[src/rtl/row_dec_pkg.sv]
package row_dec_pkg;

  typedef enum logic [1:0] {
    ECC_NONE   = 2'b00,
    ECC_SECDED = 2'b01,
    ECC_QUAD   = 2'b10
  } eccCode_t;

  // strobes from control to datapath
  typedef struct packed {
    logic capture;
  } ctlStrb_t;

  // effective memory configuration decoded from the mode word
  typedef struct packed {
    logic wideUnit;  // 1: 64 MiB unit, 0: 32 MiB unit
    logic dualOn;
    logic eccOn;
  } modeCfg_t;

endpackage

[src/rtl/row_ctrl.sv]
module row_ctrl
  import row_dec_pkg::*;
#(
  parameter int MODE_W = 32
) (
  input  logic              clk,
  input  logic              rst_n,
  input  logic              lookupValid,
  input  logic [MODE_W-1:0] ctlMode,
  input  logic              variantSel,
  output ctlStrb_t          strb,
  output modeCfg_t          cfg,
  output logic              resValid
);
  localparam int DUAL_BIT = 22;
  localparam int GRAN_LO  = 18;
  localparam int ECC_LO   = 20;

  logic granNonZero;

  always_comb begin
    granNonZero  = |ctlMode[GRAN_LO +: 2];
    cfg.wideUnit = variantSel ? granNonZero : 1'b1;
    cfg.dualOn   = variantSel ? ctlMode[DUAL_BIT] : 1'b1;
    cfg.eccOn    = |ctlMode[ECC_LO +: 2];
    strb.capture = lookupValid;
  end

  always_ff @(posedge clk or negedge rst_n) begin
    if (!rst_n) resValid <= 1'b0;
    else        resValid <= lookupValid;
  end

endmodule

[src/rtl/row_attr_decode.sv]
module row_attr_decode
  import row_dec_pkg::*;
#(
  parameter int NUM_ROWS = 8,
  parameter int ATTR_STRIDE = 4,
  parameter int ATTR_W = NUM_ROWS * ATTR_STRIDE
) (
  input  logic [ATTR_W-1:0]     rowAttr,
  input  modeCfg_t              cfg,
  output logic [NUM_ROWS-1:0]   rowIsX4,
  output logic [2*NUM_ROWS-1:0] rowEcc
);
  localparam int WIDTH_POS = ATTR_STRIDE - 1;

  for (genvar i = 0; i < NUM_ROWS; i++) begin : g_row
    eccCode_t code;
    always_comb begin
      if (!cfg.eccOn)                          code = ECC_NONE;
      else if (cfg.dualOn && rowIsX4[i])       code = ECC_QUAD;
      else                                     code = ECC_SECDED;
    end
    assign rowIsX4[i]        = rowAttr[i*ATTR_STRIDE + WIDTH_POS];
    assign rowEcc[2*i +: 2]  = code;
  end

endmodule

[src/rtl/row_map_dp.sv]
module row_map_dp
  import row_dec_pkg::*;
#(
  parameter int NUM_ROWS = 8,
  parameter int BND_W    = 8,
  parameter int PAGE_W   = 22,
  parameter int BASE_SHIFT = 13,
  parameter int ROW_W    = $clog2(NUM_ROWS)
) (
  input  logic                       clk,
  input  logic                       rst_n,
  input  logic [NUM_ROWS*BND_W-1:0]  bndVals,
  input  logic [PAGE_W-1:0]          pageNum,
  input  ctlStrb_t                   strb,
  input  modeCfg_t                   cfg,
  output logic [ROW_W-1:0]           hitRow,
  output logic                       missFlag,
  output logic [NUM_ROWS*PAGE_W-1:0] rowFirst,
  output logic [NUM_ROWS*PAGE_W-1:0] rowLast,
  output logic [NUM_ROWS*PAGE_W-1:0] chanPages
);
  logic [PAGE_W-1:0]   bndPage [NUM_ROWS];
  logic [PAGE_W-1:0]   prevMax [NUM_ROWS+1];
  logic [NUM_ROWS-1:0] populated;
  logic [NUM_ROWS-1:0] below;

  assign prevMax[0] = '0;

  for (genvar i = 0; i < NUM_ROWS; i++) begin : g_row
    logic [PAGE_W-1:0] wideVal;
    logic [PAGE_W-1:0] span;
    assign wideVal    = PAGE_W'(bndVals[i*BND_W +: BND_W]);
    assign bndPage[i] = cfg.wideUnit ? (wideVal << (BASE_SHIFT + 1))
                                     : (wideVal << BASE_SHIFT);
    assign populated[i] = bndPage[i] > prevMax[i];
    assign prevMax[i+1] = populated[i] ? bndPage[i] : prevMax[i];
    assign span = bndPage[i] - prevMax[i];
    assign below[i] = pageNum < bndPage[i];

    assign rowFirst[i*PAGE_W +: PAGE_W]  = populated[i] ? prevMax[i] : '0;
    assign rowLast[i*PAGE_W +: PAGE_W]   = populated[i] ? bndPage[i] - 1'b1 : '0;
    assign chanPages[i*PAGE_W +: PAGE_W] = !populated[i] ? '0 :
                                           (cfg.dualOn ? (span >> 1) : span);
  end

  // lowest row whose boundary lies above the page
  logic [ROW_W-1:0] hitNext;
  logic             found;
  always_comb begin
    hitNext = '0;
    found   = 1'b0;
    for (int i = 0; i < NUM_ROWS; i++) begin
      if (!found && below[i]) begin
        hitNext = ROW_W'(i);
        found   = 1'b1;
      end
    end
  end

  always_ff @(posedge clk or negedge rst_n) begin
    if (!rst_n) begin
      hitRow   <= '0;
      missFlag <= 1'b0;
    end else if (strb.capture) begin
      hitRow   <= hitNext;
      missFlag <= !found;
    end
  end

endmodule

[src/rtl/dram_row_decoder.sv]
module dram_row_decoder
  import row_dec_pkg::*;
#(
  parameter int NUM_ROWS = 8,
  parameter int BND_W    = 8,
  parameter int PAGE_W   = 22,
  parameter int MODE_W   = 32,
  parameter int ATTR_STRIDE = 4,
  parameter int ROW_W    = $clog2(NUM_ROWS),
  parameter int ATTR_W   = NUM_ROWS * ATTR_STRIDE
) (
  input  logic                       clk,
  input  logic                       rst_n,
  input  logic [NUM_ROWS*BND_W-1:0]  bndVals,
  input  logic [ATTR_W-1:0]          rowAttr,
  input  logic [MODE_W-1:0]          ctlMode,
  input  logic                       variantSel,
  input  logic [PAGE_W-1:0]          pageNum,
  input  logic                       lookupValid,
  output logic                       hitValid,
  output logic [ROW_W-1:0]           hitRow,
  output logic                       missFlag,
  output logic                       dualChan,
  output logic [NUM_ROWS*PAGE_W-1:0] rowFirst,
  output logic [NUM_ROWS*PAGE_W-1:0] rowLast,
  output logic [NUM_ROWS*PAGE_W-1:0] chanPages,
  output logic [NUM_ROWS-1:0]        rowIsX4,
  output logic [2*NUM_ROWS-1:0]      rowEcc
);
  ctlStrb_t strb;
  modeCfg_t cfg;

  row_ctrl #(.MODE_W(MODE_W)) u_ctrl (
    .clk(clk), .rst_n(rst_n), .lookupValid(lookupValid),
    .ctlMode(ctlMode), .variantSel(variantSel),
    .strb(strb), .cfg(cfg), .resValid(hitValid)
  );

  row_map_dp #(.NUM_ROWS(NUM_ROWS), .BND_W(BND_W), .PAGE_W(PAGE_W)) u_dp (
    .clk(clk), .rst_n(rst_n), .bndVals(bndVals), .pageNum(pageNum),
    .strb(strb), .cfg(cfg), .hitRow(hitRow), .missFlag(missFlag),
    .rowFirst(rowFirst), .rowLast(rowLast), .chanPages(chanPages)
  );

  row_attr_decode #(.NUM_ROWS(NUM_ROWS), .ATTR_STRIDE(ATTR_STRIDE)) u_attr (
    .rowAttr(rowAttr), .cfg(cfg), .rowIsX4(rowIsX4), .rowEcc(rowEcc)
  );

  assign dualChan = cfg.dualOn;

endmodule

[config.mk]
export PLATFORM = sky130hd
export DESIGN_NAME = dram_row_decoder
export DESIGN_NICKNAME = d
export VERILOG_FILES = /design/src/rtl/row_dec_pkg.sv /design/src/rtl/row_ctrl.sv /design/src/rtl/row_attr_decode.sv /design/src/rtl/row_map_dp.sv /design/src/rtl/dram_row_decoder.sv
export SDC_FILE = /design/constraint.sdc
export NUM_CORES = 1
export LEC_CHECK = 0
export ABC_AREA = 1
export BUFFER_PORTS_ARGS = -buffer_cell sky130_fd_sc_hd__buf_4
export CAP_MARGIN = 25
export CORE_AREA = 5 5 274 276
export DETAILED_ROUTE_END_ITERATION = 6
export DIE_AREA = 0 0 279 281
export SYNTH_ARGS = -nofsm -noshare
export SYNTH_HDL_FRONTEND = slang
export SYNTH_SLANG_ARGS = --single-unit
[constraint.sdc]
create_clock -name clk -period 19.7 [get_ports clk]
set_input_delay 0.985 -clock clk [delete_from_list [all_inputs] [get_ports clk]]
set_output_delay 0.985 -clock clk [all_outputs]
set_load 0.05 [all_outputs]
==> impl_metrics.env <==
export IMPL_min_from="u_dp.missFlag"
export IMPL_drt_vias_per_instance=3.87
export IMPL_setup_viol=0
export IMPL_met1_length_mm=24.8
export IMPL_path_max_fanout=34
export IMPL_drt_iter0_markers=686
export IMPL_synthTopCellsByCount="313 x buf_4, 246 x nand2_1, 231 x nor2_1, 188 x inv_1, 134 x ha_1"
export IMPL_drv_cap=0
export IMPL_whs_endpoint="u_dp.missFlag"
export IMPL_arrival_ns=17.17
export IMPL_vias=11900
export IMPL_antenna_found_initial=6
export IMPL_grt_setup_unrepaired="no"
export IMPL_ys_flop_type="dfrtp_1"
export IMPL_grt_ovfl_total=0
export IMPL_avgSynthCellArea_um2=6.15
export IMPL_areaGrowthSynthToFinish_pct=27.5
export IMPL_rows=99
export IMPL_yosys_area_top_type_share_pct=21.2
export IMPL_crit_path_start_kind="primary input"
export IMPL_synth_async_reset_ratio_pct=100
export IMPL_whs_path_depth=2
export IMPL_place_congestion=0.884
export IMPL_io_pins=712
export IMPL_synthDistinctLibCells=55
export IMPL_hold_viol=0
export IMPL_root_buffer="clkbuf_16"
export IMPL_placed_cell_area_mm2=0.0140
export IMPL_grt_max_degree=41
export IMPL_r2r_cells=2
export IMPL_hold_ws_ns=0.492
export IMPL_die_h_um=281
export IMPL_clkSinkCount=5
export IMPL_dr_pass1_iters=5
export IMPL_h_tree_depth=1
export IMPL_wl_met3_mm=4.05
export IMPL_drc_errors=0
export IMPL_maxSlewHeadroom_pct=30.1
export IMPL_syn_inst=1806
export IMPL_crit_top_cell="nand2_1"
export IMPL_top_layer="met5"
export IMPL_initial_core_util_pct=15.4
export IMPL_synth_edf_count=0
export IMPL_die_x_um=279
export IMPL_hpwl_mm=48.2
export IMPL_max_freq_mhz=55.1
export IMPL_period_share_pct=92.2
export IMPL_cts_buffers=3
export IMPL_slowest_delay_ns=0.41
export IMPL_r2r_start="u_dp.hitRow[2]"
export IMPL_io_buffers=438
export IMPL_clk_insertion_delay_late_ns=0.23
export IMPL_yosys_warnings=0
export IMPL_rr_endpoint="u_dp.hitRow[2]"
export IMPL_synth_top_area_cell="buf_4"
export IMPL_worst_slew_pin_slew_ns=1.05
export IMPL_wl_met2_mm=26.0
export IMPL_reg2reg_setup_slack_ns=19.03
export IMPL_detail_route_antenna_nets=0
export IMPL_cts_tree="built"
export IMPL_worstHoldPathType="reg2reg"
export IMPL_grt_pass1_vias=10900
export IMPL_crit_slowest_cell="o21ai_1"
export IMPL_yosys_top_cells_area="buf_4 21%, ha_1 15%, nand2_1 8.3%, nor2_1 7.8%, inv_1 6.4%"
export IMPL_clkTransAtPathRegs_ns=0.03
export IMPL_required_ns=18.72
export IMPL_outcome="finished clean"
export IMPL_dieArea_mm2=0.0784
export IMPL_nNetsFinal=2420
export IMPL_grt_first_pass_wirelength_mm=75.4
export IMPL_final_area_mm2=0.0142
export IMPL_core_mm2=0.0723
export IMPL_synth_area_mm2=0.0111
export IMPL_cts_path_max_buffers=2
export IMPL_ys_ff_latch=5
export IMPL_ys_seq_area_share_pct=1.13
export IMPL_layout_drive_gt1_share_pct=30.1
export IMPL_cp_end_kind="output pin"
export IMPL_yosysMostFrequentCell="buf_4"
export IMPL_path_class="in2out"
export IMPL_fill_cells=8449
export IMPL_period_needed_ns=18.16
export IMPL_slew_viol_final=0
export IMPL_hold_buffers=0
export IMPL_skew_ns=0
export IMPL_routed_wl_mm=55.5
export IMPL_tns_ns=0
export IMPL_wl_per_cell_um=18.0
export IMPL_grt_use_total_pct=12.9
## layer usage
layer	up-vias	GRT usage (%)
li1	5964	-
met1	5449	17.7
met2	497	21.9
met3	22	2.24
met4	2	1.52
met5	-	0
## logic make-up (layout without fill, tap and decap cells)
family / Yosys count / after routing / synth area share (%)
compound gates: 305 / 305 / 17.1
other cells: 1 / 212 / 0.0338
simple gates: 677 / 677 / 27.4
flops: 5 / 5 / 1.13
buf+inv: 585 / 695 / 30.8
fa+ha+maj: 141 / 141 / 16.4
xor+xnor: 92 / 92 / 7.25
## worst max path at each step
stage	slack (ns)	to	start	cells after the start
2_1_floorplan	1.40	chanPages[172]	ctlMode[19]	109
3_3_place_gp	0.75	chanPages[173]	ctlMode[19]	104
3_5_place_dp	0.50	chanPages[174]	ctlMode[19]	106
4_1_cts	0.45	chanPages[174]	ctlMode[19]	106
5_1_grt	0.01	chanPages[168]	ctlMode[19]	103
6_report	1.54	chanPages[168]	ctlMode[19]	103
## cell type report
| cell class | instances | area, um2 | share of cell area [%] |
|---|---|---|---|
| Antenna cell | 3 | 7.51 | 0.0530 |
| Clock buffer | 3 | 75.1 | 0.530 |
| Clock inverter | 1 | 5.00 | 0.0353 |
| Inverter | 223 | 850 | 6.00 |
| Multi-Input combinational cell | 1424 | 8380 | 59.2 |
| Sequential cell | 5 | 125 | 0.884 |
| Tap cell | 959 | 1200 | 8.47 |
| Timing Repair Buffer | 467 | 3510 | 24.8 |
| Timing Repair inverter | 1 | 5.00 | 0.0353 |
## registers in the layout (all words and copies together) (netlist names)
| signal | flops |
|---|---|
| u_ctrl.resValid | 1 |
| u_dp.hitRow | 3 |
| u_dp.missFlag | 1 |
## cells in the final DEF (no fill, tap or decap), types with 7 or more instances in the layout
| master | netlist | final |
|---|---|---|
| a211oi_1 | 27 | 27 |
| a21o_1 | 13 | 13 |
| a21oi_1 | 85 | 85 |
| a31oi_1 | 14 | 14 |
| buf_4 | 313 | 466 |
| conb_1 | 1 | 209 |
| fa_1 | 7 | 7 |
| ha_1 | 134 | 134 |
| inv_1 | 188 | 185 |
| inv_2 | 33 | 33 |
| nand2_1 | 246 | 246 |
| nand2_2 | 24 | 23 |
| nand3_1 | 52 | 52 |
| nand3_2 | 10 | 10 |
| nor2_1 | 231 | 230 |
| nor2_2 | 14 | 14 |
| nor3_1 | 29 | 28 |
| o211ai_2 | 7 | 7 |
| o21ai_0 | 56 | 50 |
| o21ai_1 | 40 | 42 |
| o21ai_2 | 13 | 17 |
| o21bai_1 | 9 | 9 |
| o22ai_1 | 18 | 18 |
| or2_2 | 36 | 36 |
| xnor2_1 | 18 | 18 |
| xor2_1 | 74 | 74 |
## per-stage QoR
stage / setup WS (ns) / util [%] / cells
finish: 1.54 / 19.6 / 3086
floorplan: 1.40 / - / 2014
CTS: 0.453 / 19.5 / 3079
global placement: 0.751 / 19.4 / 3075
global route: 0.0113 / 19.6 / 3083
detailed placement: 0.497 / 19.4 / 3075
## timing repair
action,in CTS,in global routing
resized for setup,0,18
setup buffers,0,3
setup endpoints to repair,0,41
## worst max-delay path, delay by kind of cell
family          cells  cell delay [ns]
compound gates     29             4.83
fa+ha+maj           8             2.58
buf+inv            18             2.78
simple gates       48             5.92
Power is left out: the tool's default activity adds up to more than one toggle a clock period on the data nets, which glitch-free logic cannot reach.
